**src/rtl/osd_regbank_pkg.sv**
```systemverilog
package osd_regbank_pkg;
    localparam int unsigned SUB_W  = 3;
    localparam int unsigned BYTE_W = 8;
    localparam int unsigned ROW_W  = 4;
    localparam int unsigned COL_W  = 5;
    localparam int unsigned CHAR_W = 7;
    localparam int unsigned HOFF_W = 4;
    localparam int unsigned NUM_REGS = 5;

    typedef enum logic [SUB_W-1:0] {
        SUB_CTRL_A = 3'd0,
        SUB_CTRL_B = 3'd1,
        SUB_ROW    = 3'd2,
        SUB_COL    = 3'd3,
        SUB_CHAR   = 3'd4
    } sub_e;

    typedef struct packed {
        logic [BYTE_W-1:0] ctrl_a;
        logic [BYTE_W-1:0] ctrl_b;
    } ctrl_state_t;

    typedef struct packed {
        logic [ROW_W-1:0]  row;
        logic [COL_W-1:0]  col;
        logic              we;
        logic [ROW_W-1:0]  we_row;
        logic [COL_W-1:0]  we_col;
        logic [CHAR_W-1:0] we_data;
    } ptr_state_t;
endpackage

```
**src/rtl/osd_subaddr_ctr.sv**
```systemverilog
module osd_subaddr_ctr
    import osd_regbank_pkg::*;
#(
    parameter int unsigned N_REGS = NUM_REGS,
    parameter int unsigned AW     = SUB_W
) (
    input  logic              clk,
    input  logic              rst_n,
    input  logic              start,
    input  logic [AW-1:0]     start_sub,
    input  logic              byte_valid,
    output logic [AW-1:0]     eff_sub,
    output logic [N_REGS-1:0] sel
);
    localparam logic [AW-1:0] LAST = AW'(N_REGS - 1);

    logic [AW-1:0] sub_d, sub_q;
    logic [AW-1:0] start_clamped;

    always_comb begin
        start_clamped = (start_sub > LAST) ? LAST : start_sub;
        eff_sub       = start ? start_clamped : sub_q;
        sub_d         = eff_sub;
        if (byte_valid) begin
            sub_d = (eff_sub == LAST) ? LAST : eff_sub + AW'(1);
        end
    end

    for (genvar gi = 0; gi < N_REGS; gi++) begin : g_sel
        assign sel[gi] = byte_valid && (eff_sub == AW'(gi));
    end

    always_ff @(posedge clk) begin
        if (!rst_n) sub_q <= '0;
        else        sub_q <= sub_d;
    end
endmodule

```
**src/rtl/osd_ctrl_bytes.sv**
```systemverilog
module osd_ctrl_bytes
    import osd_regbank_pkg::*;
#(
    parameter int unsigned DW = BYTE_W,
    parameter int unsigned HW = HOFF_W
) (
    input  logic          clk,
    input  logic          rst_n,
    input  logic          wr_a,
    input  logic          wr_b,
    input  logic [DW-1:0] data,
    input  logic          clear_done,
    output logic [HW-1:0] h_offset,
    output logic          vsync_pol,
    output logic          hsync_pol,
    output logic          video_pol,
    output logic          field_sel,
    output logic [1:0]    disp_mode,
    output logic [1:0]    caption_mode,
    output logic          acq_inhibit,
    output logic          wide_window,
    output logic          user_chan,
    output logic          page_clear_req
);
    ctrl_state_t st_d, st_q;

    always_comb begin
        st_d = st_q;
        if (wr_a) st_d.ctrl_a = data;
        if (wr_b) begin
            st_d.ctrl_b = data;
        end else if (clear_done) begin
            st_d.ctrl_b[7] = 1'b0;
        end
    end

    always_ff @(posedge clk) begin
        if (!rst_n) st_q <= '0;
        else        st_q <= st_d;
    end

    assign h_offset       = st_q.ctrl_a[HW-1:0];
    assign vsync_pol      = st_q.ctrl_a[4];
    assign hsync_pol      = st_q.ctrl_a[5];
    assign video_pol      = st_q.ctrl_a[6];
    assign field_sel      = st_q.ctrl_a[7];
    assign disp_mode      = st_q.ctrl_b[1:0];
    assign caption_mode   = st_q.ctrl_b[3:2];
    assign acq_inhibit    = st_q.ctrl_b[4];
    assign wide_window    = st_q.ctrl_b[5];
    assign user_chan      = st_q.ctrl_b[6];
    assign page_clear_req = st_q.ctrl_b[7];
endmodule

```
**src/rtl/osd_pointer.sv**
```systemverilog
module osd_pointer
    import osd_regbank_pkg::*;
#(
    parameter int unsigned DW = BYTE_W,
    parameter int unsigned RW = ROW_W,
    parameter int unsigned CW = COL_W,
    parameter int unsigned XW = CHAR_W
) (
    input  logic          clk,
    input  logic          rst_n,
    input  logic          ld_row,
    input  logic          ld_col,
    input  logic          wr_char,
    input  logic [DW-1:0] data,
    output logic [RW-1:0] row_ptr,
    output logic [CW-1:0] col_ptr,
    output logic          mem_we,
    output logic [RW-1:0] mem_row,
    output logic [CW-1:0] mem_col,
    output logic [XW-1:0] mem_data
);
    localparam logic [CW-1:0] COL_MAX = {CW{1'b1}};

    ptr_state_t st_d, st_q;
    logic       col_wrap;

    always_comb begin
        st_d     = st_q;
        st_d.we  = 1'b0;
        col_wrap = (st_q.col == COL_MAX);
        if (wr_char) begin
            st_d.we      = 1'b1;
            st_d.we_row  = st_q.row;
            st_d.we_col  = st_q.col;
            st_d.we_data = data[XW-1:0];
            st_d.col     = st_q.col + CW'(1);
            if (col_wrap) st_d.row = st_q.row + RW'(1);
        end
        if (ld_row) st_d.row = data[RW-1:0];
        if (ld_col) st_d.col = data[CW-1:0];
    end

    always_ff @(posedge clk) begin
        if (!rst_n) st_q <= '0;
        else        st_q <= st_d;
    end

    assign row_ptr  = st_q.row;
    assign col_ptr  = st_q.col;
    assign mem_we   = st_q.we;
    assign mem_row  = st_q.we_row;
    assign mem_col  = st_q.we_col;
    assign mem_data = st_q.we_data;
endmodule

```
**src/rtl/osd_ctrl_regbank.sv**
```systemverilog
module osd_ctrl_regbank
    import osd_regbank_pkg::*;
(
    input  logic              clk,
    input  logic              rst_n,
    input  logic              wr_start,
    input  logic [SUB_W-1:0]  wr_subaddr,
    input  logic              wr_valid,
    input  logic [BYTE_W-1:0] wr_data,
    input  logic              clear_done,
    output logic [HOFF_W-1:0] h_offset,
    output logic              vsync_pol,
    output logic              hsync_pol,
    output logic              video_pol,
    output logic              field_sel,
    output logic [1:0]        disp_mode,
    output logic [1:0]        caption_mode,
    output logic              acq_inhibit,
    output logic              wide_window,
    output logic              user_chan,
    output logic              page_clear_req,
    output logic [ROW_W-1:0]  row_ptr,
    output logic [COL_W-1:0]  col_ptr,
    output logic              mem_we,
    output logic [ROW_W-1:0]  mem_row,
    output logic [COL_W-1:0]  mem_col,
    output logic [CHAR_W-1:0] mem_data
);
    logic [SUB_W-1:0]    eff_sub;
    logic [NUM_REGS-1:0] sel;

    osd_subaddr_ctr #(.N_REGS(NUM_REGS), .AW(SUB_W)) u_sub (
        .clk(clk), .rst_n(rst_n), .start(wr_start), .start_sub(wr_subaddr),
        .byte_valid(wr_valid), .eff_sub(eff_sub), .sel(sel)
    );

    osd_ctrl_bytes #(.DW(BYTE_W), .HW(HOFF_W)) u_ctrl (
        .clk(clk), .rst_n(rst_n),
        .wr_a(sel[SUB_CTRL_A]), .wr_b(sel[SUB_CTRL_B]),
        .data(wr_data), .clear_done(clear_done),
        .h_offset(h_offset), .vsync_pol(vsync_pol), .hsync_pol(hsync_pol),
        .video_pol(video_pol), .field_sel(field_sel), .disp_mode(disp_mode),
        .caption_mode(caption_mode), .acq_inhibit(acq_inhibit),
        .wide_window(wide_window), .user_chan(user_chan),
        .page_clear_req(page_clear_req)
    );

    osd_pointer #(.DW(BYTE_W), .RW(ROW_W), .CW(COL_W), .XW(CHAR_W)) u_ptr (
        .clk(clk), .rst_n(rst_n),
        .ld_row(sel[SUB_ROW]), .ld_col(sel[SUB_COL]), .wr_char(sel[SUB_CHAR]),
        .data(wr_data),
        .row_ptr(row_ptr), .col_ptr(col_ptr),
        .mem_we(mem_we), .mem_row(mem_row), .mem_col(mem_col), .mem_data(mem_data)
    );
endmodule

```
**config.mk**
```make
export PLATFORM = sky130hd
export DESIGN_NAME = osd_ctrl_regbank
export DESIGN_NICKNAME = d
export VERILOG_FILES = /design/src/rtl/osd_regbank_pkg.sv /design/src/rtl/osd_subaddr_ctr.sv /design/src/rtl/osd_ctrl_bytes.sv /design/src/rtl/osd_pointer.sv /design/src/rtl/osd_ctrl_regbank.sv
export SDC_FILE = /design/constraint.sdc
export NUM_CORES = 1
export LEC_CHECK = 0
export ABC_AREA = 1
export BUFFER_PORTS_ARGS = -buffer_cell sky130_fd_sc_hd__buf_2
export CELL_PAD_IN_SITES_DETAIL_PLACEMENT = 2
export CELL_PAD_IN_SITES_GLOBAL_PLACEMENT = 2
export CORE_MARGIN = 5
export CORE_UTILIZATION = 25
export CTS_CLUSTER_SIZE = 12
export DETAILED_ROUTE_END_ITERATION = 7
export PLACE_DENSITY_LB_ADDON = 0.05
export SLEW_MARGIN = 10
export SYNTH_ARGS = -nofsm -noshare
export SYNTH_HDL_FRONTEND = slang
export SYNTH_SLANG_ARGS = --single-unit
export TNS_END_PERCENT = 30
```
**constraint.sdc**
```tcl
create_clock -name clk -period 1.85 [get_ports clk]
set_clock_uncertainty 0.1 [all_clocks]
set_input_delay 0.37 -clock clk [delete_from_list [all_inputs] [get_ports clk]]
set_output_delay 0.37 -clock clk [all_outputs]
set_load 0.01 [all_outputs]
```
After elaboration in Yosys (flattened, before gate mapping)
Index checks and enable logic that the tools add are counted.
{"block": "op_classes", "mux": 10, "n_addsub": 3, "reduce_logical": 11, "order_cmp": 1, "eq_ne": 5}
{"op": "two-way mux 26 bit", "n": 1}
{"op": "two-way mux 3 bit", "n": 4}
{"op": "two-way mux 4 bit", "n": 2}
{"op": "nonzero test 2 bit", "n": 4}
{"op": "equality test 3 x 2 -> 1 bit, second input constant", "n": 2}
{"op": "adder 5 x 1 -> 5 bit, second input constant", "n": 1}
{"op": "equality test 5 bit, second input constant", "n": 1}
{"op": "logical AND 1 bit", "n": 5}
{"op": "two-way mux 5 bit", "n": 1}
{"op": "adder 4 x 1 -> 4 bit, second input constant", "n": 1}
{"op": "adder 3 x 1 -> 3 bit, second input constant", "n": 1}
{"op": "equality test 3 x 1 -> 1 bit, second input constant", "n": 1}
{"op": "equality test 3 bit, second input constant", "n": 1}
{"op": "> comparator 3 bit, second input constant", "n": 1}
{"op": "zero test 3 bit", "n": 1}
{"op": "two-way mux 1 bit", "n": 2}
{"op": "AND reduction 2 bit", "n": 1}
{"block": "totals", "out_inout_bits": 42, "reg_bits": 45, "in_bits": 16, "wordCells": 40}

Longest topological paths before layout
{"block": "depth", "word_depth": 7, "mapped_depth": 13, "ltp_nobuf": 12}

Hierarchy
From an unflattened synthesis, not the netlist that was laid out.
{"block": "unflattened", "cells_unflattened": 262, "hier_area_um2": 1985.7}
{"mod": "osd_pointer", "cells_each": 146, "area_per_inst_um2": 1131.1, "instances": 1, "seq_area_each_um2": 520.5}
{"mod": "osd_ctrl_bytes", "cells_each": 71, "area_per_inst_um2": 561.8, "instances": 1, "seq_area_each_um2": 320.3}
{"mod": "osd_subaddr_ctr", "cells_each": 45, "area_per_inst_um2": 292.8, "instances": 1, "seq_area_each_um2": 60.1}

Worst setup path after synthesis
Ideal clock, no wire load.
{"block": "synth_timing", "kind": "input port to flip-flop", "from": "input wr_start", "to": "register u_ptr.st_q (netlist bit u_ptr.col_ptr[2])", "t_required_ns": 1.685, "path_slack_ns": 0.039, "n_path_buf": 1, "arrival_ns": 1.646, "setup_time_ns": 0.065, "path_stages": 9, "cell_sequence": "buf_6 > o21ai_4 > inv_1 > ha_1 > nand2_1 > o21ai_0 > nor3_1 > nor2_1 > nor2_1"}
{"block": "synth_between", "elab_chain_cells": 4, "elab_cells_between_ends": 7, "classes_between": "eq/ne: 2; mux: 2; reduce/logical: 3"}
{"item": "start, declared", "line": "osd_ctrl_regbank.sv:6", "text": "input logic wr_start,"}
{"item": "two-way mux 3 bit (*)", "line": "osd_subaddr_ctr.sv:22", "text": "eff_sub = start ? start_clamped : sub_q;"}
{"item": "equality test 3 x 2 -> 1 bit or equality test 3 bit (tied branches)", "line": "osd_subaddr_ctr.sv:30", "text": "assign sel[gi] = byte_valid && (eff_sub == AW'(gi));"}
{"item": "logical AND 1 bit", "line": "osd_subaddr_ctr.sv:30"}
{"item": "two-way mux 5 bit or nonzero test 2 bit (tied branches)"}
{"item": "end signal, assigned", "line": "osd_pointer.sv:45", "text": "else st_q <= st_d;"}
{"item": "end, declared", "line": "osd_pointer.sv:24", "text": "ptr_state_t st_d, st_q;"}
Every way passes the cells marked *; elsewhere a longest branch is shown, timed or not.
A chain may end at the register's enable or synchronous reset.

Final worst setup path
{"block": "layout_timing", "from": "register u_sub.sub_q[1]", "to": "register u_ptr.st_q (netlist bit u_ptr.col_ptr[2])"}
{"block": "layout_between", "elab_chain_cells": 4, "elab_cells_between_ends": 7, "classes_between": "eq/ne: 2; mux: 2; reduce/logical: 3"}
{"item": "start, declared", "line": "osd_subaddr_ctr.sv:17", "text": "logic [AW-1:0] sub_d, sub_q;"}
{"item": "start signal, assigned", "line": "osd_subaddr_ctr.sv:35", "text": "else sub_q <= sub_d;"}
{"item": "two-way mux 3 bit (*)", "line": "osd_subaddr_ctr.sv:22"}
{"item": "equality test 3 x 2 -> 1 bit or equality test 3 bit (tied branches)", "line": "osd_subaddr_ctr.sv:30"}
{"item": "logical AND 1 bit", "line": "osd_subaddr_ctr.sv:30"}
{"item": "two-way mux 5 bit or nonzero test 2 bit (tied branches)"}
Marked as above.

==> results.md <==
- The overall overflow remaining after global route is 0.
- Adding up every negative setup slack in the final design gives 0 ps.
- The initial cell density of the core is 25.77%.
- Yosys printed 0 warnings.
- The power per unit of standard cell area is between 800 and 900 nW/um^2.
- The final weighted congestion in routability-driven placement is 0.7312.
- Along the worst path, the maximum fanout reaches 6.
- The synthesized cell area is 2002 sq um.
- The final number of max-transition violations is 0.
- The detailed-routing iteration count for the pre-antenna-repair pass is 4.
- The final worst-path cycle share is between 80 and 90%.
- The slowest stage cell on the critical path is sky130_fd_sc_hd__dfxtp_1.
- The most common cell after layout, fill and taps aside is sky130_fd_sc_hd__nor2_1.
- The critical path startpoint category is a register.
- The cell family with the largest share of critical-path delay is simple AND/OR/NAND/NOR gates.
- Summed over all layers, the routed wires come to 6674 microns.
- After synthesis the netlist holds a flip-flop and latch count of 45.
- TritonCTS built the clock tree.
- On the worst path, the slowest cell contributes a delay of 340 ps.
- By startpoint and endpoint, the worst setup path is classified as register to register.
- At the end of the flow, the number of nets in the layout was 371.
- By instance count, the cell type seen most on the critical path is sky130_fd_sc_hd__nand2_1.
- Setup violations remaining at the end of the flow were counted as 0.
- The sum of buffers and inverters on the critical path is 2.
- The share of the Yosys chip area taken by registers is 45.00%.
- The pin count of the biggest net entering global routing is 25.
- Summing all flip-flop and latch instances after layout gives about 900 sq um.
- The detailed router's first-iteration violation count is 57.
- Based on the critical path, the design can be clocked at up to 617.3 MHz.
- For the pin with the worst max-slew slack, the measured transition is 278.0 ps.
- At the worst endpoint, the required time is slightly below 2000 ps.
- For the worst-skew pair, the clock arrives at the later sink with an insertion delay of 300 ps.
- Max-cap violations in this run came to 0.
- The count of boundary I/O pins is 58.
- The library cells used most frequently in the layout, excluding fill and tap cells, are sky130_fd_sc_hd__nor2_1 (59), sky130_fd_sc_hd__buf_2 (57), sky130_fd_sc_hd__nand2_1 (46).
- VDD sags by at most 368.0 uV.
- Traced cell by cell, the critical path runs through nand2_1, nand2_2, nand2_1, inv_1, ha_1, nand2_1, buf_4, nand3_1, nand2_1, nor2_1, nor2_1.
- In the routed layout, each cell is associated on average with a via count of 4.502.
- At the worst endpoint, the arrival time is 1720 ps.
- The core region is 7767 sq um.
- The first-pass GRT wire length is 10780 microns.
- The synthesized netlist contains 26 unique library cells.
- The all-layer global routing usage is 13.69%.
- The count of final hold-check violations is 0.
- The die is roughly 99 microns wide.
- The initial antenna violation count came to 0.
- In this run the tightest slew margin relative to its limit is between 80% and 90%.
- The via count of the routed design is approximately 2000.
- The via count of the first global-routing pass was 2165.
- The number of sinks driven by the clock tree is 45.
- Setup repair after global routing left no endpoint under its margin.
- The floorplan step set the die height to 99.49 microns.
- 0 antenna diodes ended up in the layout.
- The total leakage power is 1.321 nW.
- The TritonCTS buffer count is 5.
- Fill cells in the final layout number 954.
- Each instance of the synthesized netlist takes up on average approximately 7.3 sq um.
- The floorplan has 32 rows.
- In this run the worst hold path is classified as input port to register.
- The worst setup path is captured at a register.
- The setup slack of the critical path after layout is 229.9 ps.
- The full die area is 9897 sq um.
- The area growth from synthesis to layout is 31.94%.
- CTS built an H-tree with a depth of 2.
- The half-perimeter wire length after placement is 5000 microns.
- In this run the tool buffered the top-level ports with 57 buffer cells.
- The per-cell routed wire length is 14.70 microns.
- The clock slew at the register clock pins of the worst setup and hold paths is 100 ps.
- The cell count after synthesis came out at between 200 and 300.
- The flow ran to the end, and the final reports show no timing, DRC or antenna violations.
- The minimum clock period after layout is 1620 ps.
- The number of antenna-violating nets in the routed design is 0.
- The number of nets in the synthesized netlist is 295.
- No sink is reached through more buffers than the 2 on the longest clock path.
- The post-placement worst setup slack is -105.5 ps.
- Cells with a size suffix above 1 make up 27.56% of the layout.
- The clock tree root buffer cell is sky130_fd_sc_hd__clkbuf_8.
- The multi-input combinational cells in the finished layout cover a total of between 900 and 1000 sq um.
- After detailed routing, the number of remaining DRC violations is 0.
==> final cells by class <==
class / count / share of cell area (%)
sequential: 45 / 34.11
clock buffer: 6 / 2.748
timing repair buffer: 80 / 17.81
tap: 102 / 4.832
multi-input combinational: 197 / 35.91
clock inverter: 2 / 1.469
inverter: 22 / 3.126
==> synth_stat cells, drive strengths merged <==
cell / count / area, sq um
nor2: 60 / 232.7
nand2: 48 / 185.2
dfxtp: 45 / 900.9
nand3: 28 / 152.7
o21ai: 26 / 141.4
inv: 21 / 78.82
a21oi: 17 / 85.08
buf: 7 / 55.05
nor3: 5 / 36.29
clkbuf: 4 / 15.01
ha: 4 / 50.05
nand4: 3 / 18.77
xor2: 3 / 26.28
or2: 2 / 12.52
a211oi: 1 / 7.510
clkinv: 1 / 3.750
==> metal layers <==
layer / routed length [microns] / part of all wire [%] / track usage [%] / vias to the layer above
met5: 0 / 0 / 0 / -
met4: 83 / 1.2 / 4.097 / 0
met3: 178 / 2.7 / 2.244 / 5
met2: 3058 / 46 / 22.42 / 33
li1: - / - / - / 1032
met1: 3354 / 50 / 18.45 / 974
==> cells by family (layout without fill, tap and decap cells) <==
family / count (synthesis) / in the layout / synth area share, %
DFF: 45 / 45 / 45.00
xor gates and xnor gates: 3 / 3 / 1.313
AOI/OAI and AO/OA: 44 / 44 / 11.69
adders and majority gates: 4 / 4 / 2.500
buffers and inverters: 33 / 110 / 7.624
and+or+nand+nor: 146 / 146 / 31.88
==> final timing paths <==
| path | startpoint | end | slack, ps | cells after the start |
|---|---|---|---|---|
| worst min register to register | u_ctrl.h_offset[3] | u_ctrl.h_offset[3] | 370 | 2 |
| worst max-delay path | u_sub.sub_q[1] | u_ptr.col_ptr[2] | 230 | 11 |
| worst max register to register | u_sub.sub_q[1] | u_ptr.col_ptr[2] | 230 | 11 |
| worst min-delay path | wr_data[6] | u_ctrl.user_chan | 230 | 3 |
==> where the power goes <==
part / total [mW] / internal, mW / switching (mW) / leakage [nW]
clock: 0.782 / 0.407 / 0.375 / 0.0554
combinational: 0.369 / 0.147 / 0.222 / 0.899
sequential: 1.05 / 1.02 / 0.0281 / 0.367
total: 2.20 / 1.58 / 0.625 / 1.32
==> state kept, by name, indices dropped and copies added (netlist names) <==
name,count
u_ptr.row_ptr,4
u_ptr.mem_row,4
u_ctrl.page_clear_req,1
u_ptr.mem_data,7
u_sub.sub_q,3
u_ctrl.caption_mode,2
u_ptr.mem_we,1
u_ctrl.h_offset,4
u_ctrl.disp_mode,2
u_ctrl.vsync_pol,1
u_ctrl.user_chan,1
u_ptr.col_ptr,5
u_ctrl.hsync_pol,1
u_ctrl.acq_inhibit,1
u_ctrl.field_sel,1
u_ctrl.video_pol,1
u_ptr.mem_col,5
u_ctrl.wide_window,1
==> worst register-to-register path, delay by kind of cell, from the launching register on <==
kind	cells	cell delay [ps]
simple gates	8	650
flops	1	340
buf+inv	2	270
fa+ha+maj	1	180
==> stage by stage <==
step                power [mW]  cells  hold slack (ps)  utilization (%)  cell area [sq um]
detailed placement       1.452    445            358.3            32.47               2522
global placement         1.445    445            353.1            32.47               2522
CTS                      2.241    453            226.2            33.91               2634
finish                   2.201    454            226.2            34.00               2641
floorplan                1.278    275            385.6                -               2002
global route             2.329    454            241.5            34.00               2641
==> repair_timing <==
| item | 4_1_cts | 5_1_grt |
|---|---|---|
| gates resized for setup | 0 | 0 |
| setup buffers | 0 | 1 |
| setup endpoints to repair | 0 | 3 |
| hold buffers | 0 | 0 |
(Power assumes the default switching activity.)
